<file path="config.mk">
export PLATFORM = sky130hd
export DESIGN_NAME = aprx_rca_adder
export DESIGN_NICKNAME = d
export VERILOG_FILES = /design/src/rtl/aprx_pkg.sv /design/src/rtl/aprx_carry_cell.sv /design/src/rtl/aprx_fa_cell.sv /design/src/rtl/aprx_rca_adder.sv
export SDC_FILE = /design/constraint.sdc
export NUM_CORES = 1
export LEC_CHECK = 0
export CORE_MARGIN = 3
export CORE_UTILIZATION = 36
export DETAILED_ROUTE_END_ITERATION = 8
export PLACE_DENSITY = 0.9
export SLEW_MARGIN = 20
export SYNTH_ARGS = -nofsm -noshare
export SYNTH_HDL_FRONTEND = slang
export SYNTH_SLANG_ARGS = --single-unit
</file>
<file path="constraint.sdc">
create_clock -name vclk -period 29.7
set_input_delay 7.425 -clock vclk [all_inputs]
set_output_delay 7.425 -clock vclk [all_outputs]
set_load 0.01 [all_outputs]
</file>
<file path="src/rtl/aprx_pkg.sv">
package aprx_pkg;
  localparam int CODE_W = 3;

  // Carry variant codes; each flipped variant errs at one minterm {a,b,cin}.
  typedef enum logic [CODE_W-1:0] {
    CELL_EXACT   = 3'd0,
    CELL_SET_001 = 3'd1,
    CELL_SET_010 = 3'd2,
    CELL_SET_100 = 3'd3,
    CELL_CLR_011 = 3'd4,
    CELL_CLR_101 = 3'd5,
    CELL_CLR_110 = 3'd6,
    CELL_RSVD    = 3'd7
  } cell_kind_e;
endpackage

</file>
<file path="src/rtl/aprx_carry_cell.sv">
module aprx_carry_cell
  import aprx_pkg::*;
#(
  parameter int KIND = 0
) (
  input  logic a_i,
  input  logic b_i,
  input  logic c_i,
  output logic carry_o
);
  generate
    case (KIND)
      int'(CELL_SET_001): begin : g_set001
        assign carry_o = c_i | (a_i & b_i);
      end
      int'(CELL_SET_010): begin : g_set010
        assign carry_o = b_i | (a_i & c_i);
      end
      int'(CELL_SET_100): begin : g_set100
        assign carry_o = a_i | (b_i & c_i);
      end
      int'(CELL_CLR_011): begin : g_clr011
        assign carry_o = a_i & (b_i | c_i);
      end
      int'(CELL_CLR_101): begin : g_clr101
        assign carry_o = b_i & (a_i | c_i);
      end
      int'(CELL_CLR_110): begin : g_clr110
        assign carry_o = c_i & (a_i | b_i);
      end
      default: begin : g_exact
        assign carry_o = (a_i & b_i) | (a_i & c_i) | (b_i & c_i);
      end
    endcase
  endgenerate
endmodule

</file>
<file path="src/rtl/aprx_fa_cell.sv">
module aprx_fa_cell #(
  parameter int KIND = 0
) (
  input  logic a_i,
  input  logic b_i,
  input  logic c_i,
  output logic sum_o,
  output logic carry_o
);
  assign sum_o = a_i ^ b_i ^ c_i;

  aprx_carry_cell #(.KIND(KIND)) carry_u (
    .a_i     (a_i),
    .b_i     (b_i),
    .c_i     (c_i),
    .carry_o (carry_o)
  );
endmodule

</file>
<file path="src/rtl/aprx_rca_adder.sv">
module aprx_rca_adder
  import aprx_pkg::*;
#(
  parameter int WIDTH = 16,
  parameter logic [CODE_W*WIDTH-1:0] CELL_CFG = {{(CODE_W*WIDTH-21){1'b0}}, 21'o7654321}
) (
  input  logic [WIDTH-1:0] op_a,
  input  logic [WIDTH-1:0] op_b,
  input  logic             carry_in,
  output logic [WIDTH-1:0] sum_out,
  output logic             carry_out
);
  logic [WIDTH:0] carry_w;

  assign carry_w[0] = carry_in;

  generate
    for (genvar i = 0; i < WIDTH; i++) begin : g_bit
      localparam int K = int'(CELL_CFG[CODE_W*i +: CODE_W]);
      aprx_fa_cell #(.KIND(K)) fa_u (
        .a_i     (op_a[i]),
        .b_i     (op_b[i]),
        .c_i     (carry_w[i]),
        .sum_o   (sum_out[i]),
        .carry_o (carry_w[i+1])
      );
    end
  endgenerate

  assign carry_out = carry_w[WIDTH];
endmodule

</file>
Yosys cells after proc, flatten, opt, wreduce, memory -nomap -nowiden --
Index checks and enable logic that the tools add are counted. Widths: inputs -> output; s select.
Cells by class: bitwise gates (word level) 94
Operators by type and width (count):
- $and 1x1->1 | 36
- $xor 1x1->1 | 32
- $or 1x1->1 | 26
Word-level totals: bits in registers 0, output and inout port bits 17

Longest topological paths before layout --
Gate-level depths: netlist (run 1).
depth after elaboration 41, mapped depth 17

By module --
Synthesis (run 1) repeated with hierarchy kept, for this count alone.
Second synthesis, totals: cells, all modules 32, area, all modules 538.0 sq um
Modules (own cells, without submodules):
- aprx_fa_cell | sequential area each 0.0 sq um, cells an instance 1, times used 16, area an instance 23.8 sq um
- aprx_carry_cell (g_bit[10].fa_u.carry_u ...) | sequential area each 0.0 sq um, cells an instance 1, times used 10, area an instance 11.3 sq um
- aprx_carry_cell (g_bit[0].fa_u.carry_u ...) | sequential area each 0.0 sq um, cells an instance 1, times used 6, area an instance 7.5 sq um

Worst setup path after synthesis (run 1) --
No wires, ideal clock.
kind in2out, start point in op_a[0], end point out sum_out[15], path slack 10.068 ns, arrival time 12.207 ns, buffers on the path 1, stages on the path 17, data required time 22.275 ns, path through ha_1 > o211ai_1 > a31oi_1 > o211a_1 > fa_1 > fa_1 > fa_1 > fa_1 > fa_1 > fa_1 > fa_1 > fa_1 > fa_1 > inv_1 > fa_1 > inv_1 > buf_4
Between the ends: longest elaborated chain between the ends 39, elaborated cells between the ends (all ways) 48, those cells by class bitwise: 48
Ends and longest elaborated chain:
- start, declared | RTL line aprx_rca_adder.sv:7 | input logic [WIDTH-1:0] op_a,
- $and 1x1->1 * | RTL line aprx_carry_cell.sv:14 | assign carry_o = c_i | (a_i & b_i);
- $or 1x1->1 * | RTL line aprx_carry_cell.sv:14
- $and 1x1->1 * | RTL line aprx_carry_cell.sv:17 | assign carry_o = b_i | (a_i & c_i);
- $or 1x1->1 * | RTL line aprx_carry_cell.sv:17
- $and 1x1->1 * | RTL line aprx_carry_cell.sv:20 | assign carry_o = a_i | (b_i & c_i);
- $or 1x1->1 * | RTL line aprx_carry_cell.sv:20
- $or 1x1->1 * | RTL line aprx_carry_cell.sv:23 | assign carry_o = a_i & (b_i | c_i);
- $and 1x1->1 * | RTL line aprx_carry_cell.sv:23
- [... 23 more ...]
- $or 1x1->1 * | RTL line aprx_carry_cell.sv:32 | assign carry_o = (a_i & b_i) | (a_i & c_i) | (b_i & c_i);
- $and 1x1->1 | RTL line aprx_carry_cell.sv:32
- $or 1x1->1 | RTL line aprx_carry_cell.sv:32
- $or 1x1->1 * | RTL line aprx_carry_cell.sv:32
- $and 1x1->1 | RTL line aprx_carry_cell.sv:32
- $or 1x1->1 | RTL line aprx_carry_cell.sv:32
- $or 1x1->1 * | RTL line aprx_carry_cell.sv:32
- $xor 1x1->1 * | RTL line aprx_fa_cell.sv:10 | assign sum_o = a_i ^ b_i ^ c_i;
- end, declared | RTL line aprx_rca_adder.sv:10 | output logic [WIDTH-1:0] sum_out,
Every way passes the cells marked *; elsewhere a longest branch is shown, timed or not.

Worst setup path after layout (run 1) --
Same ends and word-level chain as after synthesis.

==> results.json, run 1 <==
{
  "start_util": 0.411,
  "grt_max_degree": 7,
  "synth_area_per_cell_sq_um": 9.28,
  "grt_setup_unrepaired": "no",
  "finalSetupViolations": 0,
  "critical-path-max-stage-delay_ps": 530,
  "synth.most_common_cell": "buf_4",
  "tightest_slew_ps": 268,
  "drive_gt1_frac": 0.0313,
  "grt_overflow": 0,
  "final_antenna_net_count": 0,
  "synth_top_area_frac": 0.348,
  "core_area_sq_um": 1400,
  "final-hold-violation-count": 0,
  "cts_setup_buffers": 0,
  "hold_ws_ps": 15910,
  "die_w_um": 46.0,
  "min_period_ps": 20660,
  "drt_iter0_markers": 2,
  "n_antenna_cell": 0,
  "p_sw_uw": 8.31,
  "synth_area_sq_um": 576,
  "synthesis.instances": 62,
  "synthesis.yosys.warnings": 0,
  "drv_slew": 0,
  "synthTopCellsByArea": "fa_1 (35%), buf_4 (21%), xnor2_1 (11%)",
  "crit_arrival_ps": 13230,
  "cpMostUsedCell": "fa_1",
  "portBuffers": 50,
  "die_h_um": 46.0,
  "postLayoutCoreUtil": 0.697,
  "cap_violations": 0,
  "cpMaxStageDelayCell": "clkdlybuf4s50_1",
  "track_usage": 0.120,
  "routed_wl_um": 1240,
  "nets": 143,
  "clkPwrFrac": 0,
  "fin_crit_sh": 0.696,
  "grt_pass1_wl_um": 1950,
  "power_uw": 22.5,
  "cp_top_family": "adder cells",
  "crit_fanout": 3,
  "path_buf_inv": 4,
  "wire_per_inst_um": 11.2,
  "hpwl_um": 1210,
  "cts_resized": 0,
  "hold_path_class": "input pin to output pin",
  "swShare": 0.369,
  "via_per_inst": 4.59,
  "status": "finished clean",
  "rows": 13,
  "relSlewSlack": 0.819,
  "syn_to_final_growth_pct": 69.3,
  "place_congestion": 0.738,
  "syn_nets": 107,
  "dpl.cell_count": 111,
  "grt_pass1_vias": 480,
  "p_leak_uw": 0.000408,
  "route.detailed.drc": 0,
  "dieArea_sq_um": 2110,
  "vias": 510,
  "grt_util_met1": 0.141,
  "cp-start-kind": "input pin",
  "fin_tns_setup_ps": 0,
  "antenna_found_initial": 0,
  "crit_chain": "clkdlybuf4s50_1, ha_1, o211ai_1, a31oi_1, o211a_1, fa_1, fa_1, fa_1, fa_1, fa_1, fa_1, fa_1, fa_1, fa_1, inv_1, fa_1, inv_1, clkdlybuf4s50_1",
  "grtUsageMet3": 0.0356,
  "power.internal_uw": 14.2,
  "powerDensity_nw_per_um2": 23.1,
  "endpoint_kind": "output pin",
  "critPathKind": "input pin to output pin",
  "hold_buffers": 0,
  "synth.distinct_cells": 18,
  "combPwrFrac": 1.000,
  "fmax_mhz": 48.4,
  "grt_use_met2": 0.225,
  "n_fill_cell": 117,
  "seq_cells": 0,
  "sequentialPowerShare": 0,
  "synthTopCellsByCount": "buf_4 (16), inv_1 (11), fa_1 (10), xnor2_1 (7)",
  "io-pin-count": 50,
  "layout.cells.non_filler": 111,
  "nClkBuffers": 0,
  "yosysSeqAreaShare": 0,
  "yosys.area.top_type": "fa_1",
  "ir_worst_vdd_mv": 0.0112,
  "regArea_sq_um": 0,
  "busiest_layer": "met2",
  "critPathRequiredTime_ps": 22270,
  "drt_first_pass_iters": 2
}
layout by cell type, fill, tap and decap left out, types with 2 or more instances in the layout:
cell type	n
a21oi_1	2
xnor2_1	7
xor2_1	2
inv_1	11
clkdlybuf4s50_1	50
ha_1	2
fa_1	10
nand2_1	2
per-layer routing:
layer	vias up	wire length, um
met2	29	657
met3	0	171
met5	-	0
met4	0	0
li1	254	-
met1	227	410
layout make-up:
type / count / area, sq um / share of cell area
Timing Repair Buffer: 50 / 500 / 0.513
Multi-Input combinational cell: 35 / 414 / 0.425
Inverter: 11 / 41.3 / 0.0424
Tap cell: 15 / 18.8 / 0.0193
power by group through the flow:
stage          sequential (uW)  clock [uW]  combinational [uW]
6_report                     0           0                22.5
3_3_place_gp                 0           0                22.2
5_1_grt                      0           0                24.6
4_1_cts                      0           0                23.0
3_5_place_dp                 0           0                22.9
2_1_floorplan                0           0                13.8
worst paths after layout:
check             startpoint          end  slack [ps]  cells past startpoint
setup / recovery     op_a[0]  sum_out[15]        9040                     18
hold / removal      carry_in   sum_out[0]       15910                      3
cells by family (layout without fill, tap and decap cells):
kind of cell               count (synthesis)  after routing  synth area share
AOI/OAI and AO/OA                          8              8             0.120
buffers and inverters                     27             61             0.280
and+or+nand+nor                            6              6            0.0718
adders and majority gates                 12             12             0.391
xor gates and xnor gates                   9              9             0.137
worst min-delay path: stages:
cell	delay (ps)
clkdlybuf4s50_1	510
xor2_1	80
clkdlybuf4s50_1	480
through the flow:
step                      setup slack, ps  instance area (sq um)
after floorplan                     10070                    576
after global placement               9090                    975
after detailed placement             9000                    975
after CTS                            9000                    975
after global routing                 8790                    975
final                                9040                    975
No activity file was read; power rests on OpenSTA's default activity.
==> inputs of run 2 (changes only) <==
--- a/config.mk
+++ b/config.mk
@@ -6,9 +6,9 @@
 export NUM_CORES = 1
 export LEC_CHECK = 0
 export CORE_MARGIN = 3
-export CORE_UTILIZATION = 36
+export CORE_UTILIZATION = 30
 export DETAILED_ROUTE_END_ITERATION = 8
-export PLACE_DENSITY = 0.9
+export PLACE_DENSITY = 0.8
 export SLEW_MARGIN = 20
 export SYNTH_ARGS = -nofsm -noshare
 export SYNTH_HDL_FRONTEND = slang
==> constraint.sdc (replaced) <==
create_clock -name vclk -period 18.08
set_input_delay 4.52 -clock vclk [all_inputs]
set_output_delay 4.52 -clock vclk [all_outputs]
set_load 0.01 [all_outputs]
==> run 2 against run 1 <==
Worst hold slack worse by 5800 ps. Largest power group unchanged. Final area grew 1.3%. Sequential cell count is the same. Die area increased by 17%. Highest routed layer unchanged. Critical path type unchanged.
==> results.json, run 2 (synthesis results as in run 1) <==
{
  "drv_slew": 0,
  "grtUsageMet3": 0.0363,
  "n_antenna_cell": 0,
  "finalSetupViolations": 0,
  "die_h_um": 49.8,
  "io-pin-count": 50,
  "drt_first_pass_iters": 1,
  "grt_max_degree": 7,
  "final-hold-violation-count": 0,
  "die_w_um": 49.8,
  "cpMostUsedCell": "fa_1",
  "drt_iter0_markers": 0,
  "postLayoutCoreUtil": 0.560,
  "critPathRequiredTime_ps": 13560,
  "nets": 143,
  "cts_setup_buffers": 0,
  "antenna_found_initial": 0,
  "crit_chain": "clkdlybuf4s50_1, ha_1, o211ai_1, a31oi_1, o211a_1, fa_1, fa_1, fa_1, fa_1, fa_1, fa_1, fa_1, fa_1, fa_1, inv_1, fa_1, inv_1, clkdlybuf4s50_1",
  "grt_setup_unrepaired": "no",
  "grt_pass1_wl_um": 2330,
  "power_uw": 36.8,
  "dieArea_sq_um": 2480,
  "ir_worst_vdd_mv": 0.0199,
  "cap_violations": 0,
  "critPathKind": "input pin to output pin",
  "layout_commonest_cell": "clkdlybuf4s50_1",
  "vias": 511,
  "regArea_sq_um": 0,
  "nClkBuffers": 0,
  "p_leak_uw": 0.000408,
  "cpMaxStageDelayCell": "clkdlybuf4s50_1",
  "drive_gt1_frac": 0.0313,
  "min_period_ps": 14860,
  "fin_tns_setup_ps": 0,
  "cp-start-kind": "input pin",
  "powerDensity_nw_per_um2": 37.3,
  "grt_use_met2": 0.222,
  "status": "finished clean",
  "hpwl_um": 1190,
  "grt_util_met1": 0.122,
  "grt_overflow": 0,
  "rows": 15,
  "route.detailed.drc": 0,
  "final_cell_mix": "clkdlybuf4s50_1 (50), inv_1 (11), fa_1 (10), xnor2_1 (7)",
  "tightest_slew_ps": 268,
  "core_area_sq_um": 1760,
  "hold_path_class": "input pin to output pin",
  "syn_to_final_growth_pct": 71.5,
  "place_congestion": 0.719,
  "cts_resized": 0,
  "fmax_mhz": 67.3,
  "final_antenna_net_count": 0,
  "fin_crit_sh": 0.822,
  "hold_buffers": 0,
  "routed_wl_um": 1250,
  "wire_per_inst_um": 10.3,
  "crit_fanout": 3,
  "portBuffers": 50,
  "start_util": 0.326,
  "hold_ws_ps": 10100,
  "crit_arrival_ps": 10340,
  "track_usage": 0.113,
  "endpoint_kind": "output pin",
  "grt_pass1_vias": 556,
  "busiest_layer": "met2",
  "seq_cells": 0,
  "critical-path-max-stage-delay_ps": 530,
  "relSlewSlack": 0.821,
  "via_per_inst": 4.22
}
run 2: metrics by stage:
stage / area (sq um) / worst slack (ps) / cells
finish: 987 / 3220 / 121
CTS: 987 / 3160 / 121
detailed placement: 987 / 3160 / 121
global route: 987 / 2940 / 121
global placement: 987 / 3260 / 121
floorplan: 576 / 4260 / 62
run 2: layer usage:
layer	routed length, um	vias to the layer above
met2	670	27
met4	0	0
met5	0	-
met3	139	0
met1	441	230
li1	-	254
run 2: critical path, delay by kind of cell:
family	cells	cell delay, ps
AO/OA/AOI/OAI	3	650
adder cells (fa/ha/maj)	11	4100
buffers and inverters	4	1070
run 2: final timing paths:
check,startpoint,end,depth (start not counted)
min,carry_in,sum_out[0],3
max,op_a[0],sum_out[15],18
run 2: power by group:
group | internal [uW] | switching (uW) | leakage [uW] | total, uW
Clock | 0 | 0 | 0 | 0
Sequential | 0 | 0 | 0 | 0
Combinational | 23.2 | 13.5 | 0.000408 | 36.8
run 2: final cells by class:
class	instances	area [sq um]
tap	25	31.3
inverter	11	41.3
timing repair buffer	50	500
multi-input combinational	35	414
fill	176	777
==> inputs of run 3 (changes only) <==
==> constraint.sdc (replaced) <==
create_clock -name vclk -period 12
set_input_delay 3 -clock vclk [all_inputs]
set_output_delay 3 -clock vclk [all_outputs]
set_load 0.01 [all_outputs]
==> run 3 against run 2 <==
Count of clock-buffer cells in the layout is the same. Core utilization increased by 0.92 points. Routed wire length increased by 2.6%. Critical path depth unchanged. Worst setup slack lost 2700 ps. Largest power group unchanged. Final cell count rose by 0.83%. Sequential cell count did not move. Via count grew 2.5%. Combinational power rose by 51%. Die area unchanged. Sequential share of layout area unchanged.
==> results.json, run 3 (synthesis results as in run 1) <==
{
  "portBuffers": 50,
  "min_period_ps": 11500,
  "hold_path_class": "input pin to output pin",
  "hpwl_um": 1180,
  "postLayoutCoreUtil": 0.569,
  "sequentialPowerShare": 0,
  "grt_max_degree": 7,
  "status": "finished clean",
  "seq_cells": 0,
  "crit_fanout": 3,
  "dieArea_sq_um": 2480,
  "syn_to_final_growth_pct": 74.3,
  "hold_ws_ps": 6810,
  "routed_wl_um": 1280,
  "via_per_inst": 4.30,
  "pre_cts_ws_ps": 159,
  "swShare": 0.369,
  "crit_arrival_ps": 8500,
  "endpoint_kind": "output pin",
  "die_h_um": 49.8,
  "power.internal_uw": 35.1,
  "cap_violations": 0,
  "place_congestion": 0.703,
  "regArea_sq_um": 0,
  "layout_commonest_cell": "clkdlybuf4s50_1",
  "finalSetupViolations": 0,
  "fmax_mhz": 86.9,
  "hold_buffers": 0,
  "ir_worst_vdd_mv": 0.0265,
  "cp-start-kind": "input pin",
  "final_cell_mix": "clkdlybuf4s50_1 (49), inv_1 (11), fa_1 (10), xnor2_1 (7)",
  "fin_tns_setup_ps": 0,
  "powerDensity_nw_per_um2": 55.4,
  "drt_first_pass_iters": 4,
  "die_w_um": 49.8,
  "grt_setup_unrepaired": "no",
  "rows": 15,
  "io-pin-count": 50,
  "grt_pass1_vias": 582,
  "fin_area_sq_um": 1000,
  "dpl_cell_area_sq_um": 987,
  "final-hold-violation-count": 0,
  "grt_pass1_wl_um": 2300,
  "nClkBuffers": 0,
  "p_sw_uw": 20.5,
  "fin_ws_ps": 495,
  "drive_gt1_frac": 0.0515,
  "final_antenna_net_count": 0,
  "clkPwrFrac": 0,
  "fin_crit_sh": 0.959,
  "tightest_slew_ps": 311,
  "grt_overflow": 0,
  "combPwrFrac": 1.000,
  "vias": 524,
  "nets": 144,
  "relSlewSlack": 0.792,
  "drt_iter0_markers": 6,
  "wire_per_inst_um": 10.5,
  "core_area_sq_um": 1760,
  "critPathKind": "input pin to output pin",
  "drv_slew": 0,
  "p_leak_uw": 0.000422,
  "start_util": 0.326,
  "antenna_found_initial": 0,
  "track_usage": 0.111,
  "route.detailed.drc": 0,
  "n_antenna_cell": 0,
  "critPathRequiredTime_ps": 9000
}
## run 3: final timing paths
path / cells past startpoint / end / slack [ps] / start
setup / recovery: 18 / carry_out / 500 / op_a[0]
hold / removal: 5 / sum_out[15] / 6810 / op_b[15]
## run 3: repair_timing
item / in CTS / in global routing
setup buffers: 0 / 1
setup endpoints to repair: 0 / 1
gates resized for setup: 0 / 2
## run 3: through the flow
step | cells | total power (uW)
floorplan | 62 | 34.1
global placement | 121 | 55.0
detailed placement | 121 | 56.1
CTS | 121 | 56.4
global route | 122 | 60.6
finish | 122 | 55.6
## run 3: final cells by class
type	instances	area, sq um
Multi-Input combinational cell	35	420
Tap cell	25	31.3
Inverter	11	41.3
Fill cell	180	761
Timing Repair Buffer	51	510
## run 3: power groups by stage
| stage | clock [uW] | sequential, uW | combinational, uW |
|---|---|---|---|
| floorplan | 0 | 0 | 34.1 |
| global placement | 0 | 0 | 55.0 |
| detailed placement | 0 | 0 | 56.1 |
| CTS | 0 | 0 | 56.4 |
| global route | 0 | 0 | 60.6 |
| finish | 0 | 0 | 55.6 |
## run 3: critical path, stage by stage
cell and delay, ps:
clkdlybuf4s50_1 400, ha_1 200, o211ai_1 280, a31oi_2 160
o211a_1 250, fa_1 380, fa_1 390, fa_1 380
fa_1 390, fa_1 390, fa_1 380, fa_1 390
fa_1 390, fa_1 380, inv_1 80, fa_1 160
inv_1 40, clkdlybuf4s50_1 460
## run 3: metal layers
layer  global-route usage  vias up  wire [um]
met1                0.119      244        465
met5                    0        -          0
met4                    0        0          0
met2                0.236       27        703
li1                     -      253          -
met3               0.0151        0        114
